**config.mk**
```make
export PLATFORM = sky130hd
export DESIGN_NAME = tx_thresh_ctrl
export DESIGN_NICKNAME = d
export VERILOG_FILES = /design/src/rtl/tt_pkg.sv /design/src/rtl/tt_ladder.sv /design/src/rtl/tt_seq.sv /design/src/rtl/tt_ucount.sv /design/src/rtl/tx_thresh_ctrl.sv
export SDC_FILE = /design/constraint.sdc
export NUM_CORES = 1
export LEC_CHECK = 0
export BUFFER_PORTS_ARGS = -buffer_cell sky130_fd_sc_hd__clkbuf_2
export CELL_PAD_IN_SITES_DETAIL_PLACEMENT = 1
export CELL_PAD_IN_SITES_GLOBAL_PLACEMENT = 1
export CORE_MARGIN = 3
export CORE_UTILIZATION = 39
export CTS_CLUSTER_SIZE = 16
export DETAILED_ROUTE_END_ITERATION = 8
export PLACE_DENSITY = 0.8
export RECOVER_POWER = 50
export SLEW_MARGIN = 20
export SYNTH_ARGS = -nofsm -noshare
export SYNTH_HDL_FRONTEND = slang
export SYNTH_HIERARCHICAL = 1
export SYNTH_SLANG_ARGS = --single-unit
```
**constraint.sdc**
```tcl
create_clock -name clk -period 4.1 [get_ports clk]
set_clock_uncertainty 0.1 [all_clocks]
set_input_delay 0.615 -clock clk [delete_from_list [all_inputs] [get_ports clk]]
set_output_delay 0.615 -clock clk [all_outputs]
set_load 0.02 [all_outputs]
```
**src/rtl/tt_pkg.sv**
```systemverilog
package tt_pkg;
  typedef enum logic [1:0] {
    TT_RUN   = 2'd0,
    TT_STOP  = 2'd1,
    TT_CLEAR = 2'd2
  } tt_state_e;

  typedef struct packed {
    logic [1:0] code;
    logic       sf;
  } tt_setting_t;
endpackage

```
**src/rtl/tt_ladder.sv**
```systemverilog
module tt_ladder
  import tt_pkg::*;
#(
  parameter int CODE_W = 2
) (
  input  tt_setting_t cur,
  output tt_setting_t nxt
);
  localparam logic [CODE_W-1:0] TOP_CODE = {CODE_W{1'b1}};

  always_comb begin
    nxt = cur;
    if (!cur.sf) begin
      if (cur.code == TOP_CODE) nxt.sf = 1'b1;
      else                      nxt.code = cur.code + 1'b1;
    end
  end
endmodule

```
**src/rtl/tt_seq.sv**
```systemverilog
module tt_seq
  import tt_pkg::*;
(
  input  logic clk,
  input  logic rst_n,
  input  logic run,
  input  logic underflow,
  input  logic ack,
  output logic start_en,
  output logic upd,
  output logic clr
);
  tt_state_e state_q, state_d;

  always_comb begin
    state_d = state_q;
    unique case (state_q)
      TT_RUN:   if (run && underflow) state_d = TT_STOP;
      TT_STOP:  if (ack)              state_d = TT_CLEAR;
      TT_CLEAR:                       state_d = TT_RUN;
      default:                        state_d = TT_RUN;
    endcase
  end

  always_ff @(posedge clk or negedge rst_n) begin
    if (!rst_n) state_q <= TT_RUN;
    else        state_q <= state_d;
  end

  assign start_en = run && (state_q == TT_RUN);
  assign upd      = (state_q == TT_STOP) && ack;
  assign clr      = (state_q == TT_CLEAR);
endmodule

```
**src/rtl/tt_ucount.sv**
```systemverilog
module tt_ucount #(
  parameter int CNT_W = 16
) (
  input  logic             clk,
  input  logic             rst_n,
  input  logic             inc,
  output logic [CNT_W-1:0] count
);
  always_ff @(posedge clk or negedge rst_n) begin
    if (!rst_n)   count <= '0;
    else if (inc) count <= count + 1'b1;
  end
endmodule

```
**src/rtl/tx_thresh_ctrl.sv**
```systemverilog
module tx_thresh_ctrl
  import tt_pkg::*;
#(
  parameter int BASE_BYTES = 128,
  parameter int CNT_W      = 16,
  localparam int CODE_W    = 2,
  localparam int BYTES_W   = $clog2(BASE_BYTES << ((1 << CODE_W) - 1)) + 1
) (
  input  logic               clk,
  input  logic               rst_n,
  input  logic               cfg_wr_en,
  input  logic [CODE_W-1:0]  cfg_code,
  input  logic               cfg_sf,
  input  logic               cfg_run,
  input  logic               underflow,
  input  logic               tx_stopped_ack,
  output logic               tx_start_en,
  output logic [CODE_W-1:0]  thresh_code,
  output logic [BYTES_W-1:0] thresh_bytes,
  output logic               store_fwd,
  output logic               stop_clr,
  output logic [CNT_W-1:0]   underflow_cnt
);
  tt_setting_t set_q, set_up;
  logic        run_q;
  logic        upd;

  tt_ladder #(.CODE_W(CODE_W)) ladder_i (.cur(set_q), .nxt(set_up));

  tt_seq seq_i (
    .clk(clk), .rst_n(rst_n), .run(run_q), .underflow(underflow),
    .ack(tx_stopped_ack), .start_en(tx_start_en), .upd(upd), .clr(stop_clr)
  );

  tt_ucount #(.CNT_W(CNT_W)) cnt_i (
    .clk(clk), .rst_n(rst_n), .inc(underflow), .count(underflow_cnt)
  );

  always_ff @(posedge clk or negedge rst_n) begin
    if (!rst_n) begin
      set_q <= '0;
      run_q <= 1'b0;
    end else if (cfg_wr_en) begin
      set_q.code <= cfg_code;
      set_q.sf   <= cfg_sf;
      run_q      <= cfg_run;
    end else if (upd) begin
      set_q <= set_up;
    end
  end

  localparam logic [BYTES_W-1:0] BASE_V = BYTES_W'(BASE_BYTES);

  assign thresh_code  = set_q.code;
  assign store_fwd    = set_q.sf;
  assign thresh_bytes = BASE_V << set_q.code;
endmodule

```
==> key figures <==
Run status
  – Status: complete, no violations

Synth
  – Mux cell area share after synthesis: 0.0516
  – Synth Area in Adders: 0.0115
  – Dominant cells by area after synthesis: dfrtp_1 (50%), xnor2_1 (7.2%), buf_4 (4.8%)
  – Ys flop type: dfrtp_1
  – Compound-cell area share of the yosys netlist: 0.0298
  – Simple-gate area share of the yosys netlist: 0.220
  – Sequential area share after synthesis: 0.505
  – Yosys Warn Count: 6
  – Number of library cell types mapped by synthesis: 30
  – Netlist Area Pre-Place: 0.00109 mm^2
  – Main combinational cell family by area after synthesis: simple AND/OR/NAND/NOR gates
  – Most numerous cell in the Yosys netlist: dfrtp_1
  – Async S/R FF share, synth: 1.00
  – Flops & latches, synth: 22
  – EDFF count, synth: 0
  – Cells after Synth: 98
  – Synthesized area per cell: 11.1 um^2
  – Yosys top cell area share: 0.505
  – Post-synth top cells: dfrtp_1 (22), nand2_1 (10), xnor2_1 (9), buf_4 (7), xor2_1 (6)
  – Synth Area in XOR/XNOR: 0.120
  – Synth area leader: dfrtp_1

Floorplanning
  – Die W: 58.9 um
  – # rows: 18
  – Initial core utilization: 0.425
  – Die ar.: 0.00347 mm^2
  – Core box area: 0.00257 mm^2
  – Die height: 58.9 um
  – I/O pin cnt: 41

Power
  – P_leak: 0.662 nW
  – Peak supply drop: 0.314 mV
  – Design Power: 0.641 mW
  – P per Cell Area: 500 mW/mm^2

Setup path
  – Crit path capture type: primary output
  – Slowest stage delay, CP: 500 ps
  – Slowest cell on the critical path: dfrtp_1
  – Startpoint Class: flip-flop
  – Crit path required time: 3380 ps
  – CP max FO: 9
  – Buf+Inv Stages, Crit Path: 1
  – Worst path top cell family by delay: flip-flops
  – Arrival time worst endpoint: 1150 ps
  – Crit Path Category: reg -> out
  – CP Cell Sequence: nor2b_1 > clkbuf_2

Detailed routing
  – Vias: 796
  – Total routed wirelength: 2240 um
  – Detailed-route DRC error count: 0
  – Routed len/inst: 13.6 um
  – First-pass DRT Iterations: 4
  – Via density: 4.85
  – Post-route ant nets: 0
  – Initial DRC Count: 33

STA
  – Final Max Tran Viols: 0
  – Setup ws final: 2230 ps
  – RSZ-0062 raised after global routing: no
  – Final setup violation count: 0
  – Tmin final: 1870 ps
  – Setup TNS: 0 ps
  – Max_slew headroom: 0.213
  – Worst hold slack: 390 ps
  – Measured slew at the worst slew-check pin: 1180 ps
  – Fin. Hold Viols: 0
  – Final Cycle Share: 0.455
  – Fmax: 536 MHz

Min path
  – Hold Crit Class: reg -> reg

Placed design
  – RePlAce Congestion: 0.695
  – Post-placement cell area: 0.00126 mm^2
  – # port buffers: 33
  – Placed cell count: 160
  – Post-DP HPWL: 1780 um
  – Post-Place Setup Slack: 2320 ps

Finish
  – Layout Utilization: 0.499
  – Multi-input combinational cell area: 483 um^2
  – Layout cells sized above 1: 0.306
  – Number of fillers in the final layout: 311
  – Final Cell Area: 0.00128 mm^2
  – Sequential Area: 551 um^2
  – Layout area overhead: 17.4%
  – Ant. Diodes: 0
  – Layout Nets: 145
  – Fin cells: 164

Global routing
  – First-pass GRT wire length: 3930 um
  – GRT Total Usage: 0.146
  – Grt met2 use: 0.256
  – GR peak layer: met2
  – Routing usage on met3: 0.0263
  – M1 GR Usage: 0.183
  – Vias in the first global route: 809
  – Initial antenna violation count: 0
  – Largest net degree at the start of global routing: 23
  – GRT Residual Overflow: 0

Clock tree
  – Post-CTS setup buffer count: 0
  – Number of clock sinks: 22
  – CTS tree: built
  – Clock transition at path regs: 120 ps
  – CTS HTree Levels: 1
  – CTS root buffer: clkbuf_4
  – Post-cts resize count: 0
  – Worst-case clock buffer depth: 2
  – CTS buffer count: 3
  – Clock latency on the worst-skew pair: 300 ps
  – Hold_buf cts: 0

Job
  – Max_cap viols: 0
-- sequential cells by signal, indices dropped and copies added (netlist names) --
register	count
thresh_code	2
seq_i/state_q	2
store_fwd	1
run_q	1
cnt_i/count	16
-- cell type report --
type / instances / share of cell area
clock buffers: 4 / 0.0283
inverters: 3 / 0.00879
well taps: 30 / 0.0293
multi-input cells: 72 / 0.377
repair buffers: 33 / 0.127
flip-flops and latches: 22 / 0.430
-- where the power goes --
group          internal (mW)  total (mW)  switching (mW)
sequential             0.258       0.318          0.0605
combinational         0.0794       0.203           0.124
clock                 0.0541       0.119          0.0646
total                  0.391       0.641           0.249
-- worst paths after layout --
kind	from	end	slack (ps)	cells past startpoint
max	thresh_code[1]	thresh_bytes[9]	2230	2
min	cnt_i/count[15]	cnt_i/count[15]	390	1
max reg2reg	cnt_i/count[0]	cnt_i/count[12]	2530	5
min reg2reg	cnt_i/count[15]	cnt_i/count[15]	390	1
max in group asynchronous	rst_n	cnt_i/count[11]	2790	1
min in group asynchronous	rst_n	cnt_i/count[7]	420	1
-- layer usage --
layer  up-vias  wire [um]
met5         -          0
met4         0          0
met3         0        105
met2        23       1190
met1       386        945
li1        387          -
-- placed cells by master, fill, tap and decap left out, types with 3 or more instances in the layout --
master     n
clkbuf_4   3
dfrtp_1   22
nand3_1    5
inv_1      3
mux2i_1    3
nor2_1     4
nand4_1    4
xnor2_1    9
xor2_1     6
conb_1     7
clkbuf_2  31
nand2_1   10
-- cells by family after synthesis --
kind of cell               after synthesis
other                                    1
AOI/OAI and AO/OA                        6
muxes                                    5
buffers and inverters                   10
DFF                                     22
xor gates and xnor gates                15
and+or+nand+nor                         38
adders and majority gates                1
(Power assumes the default switching activity.)
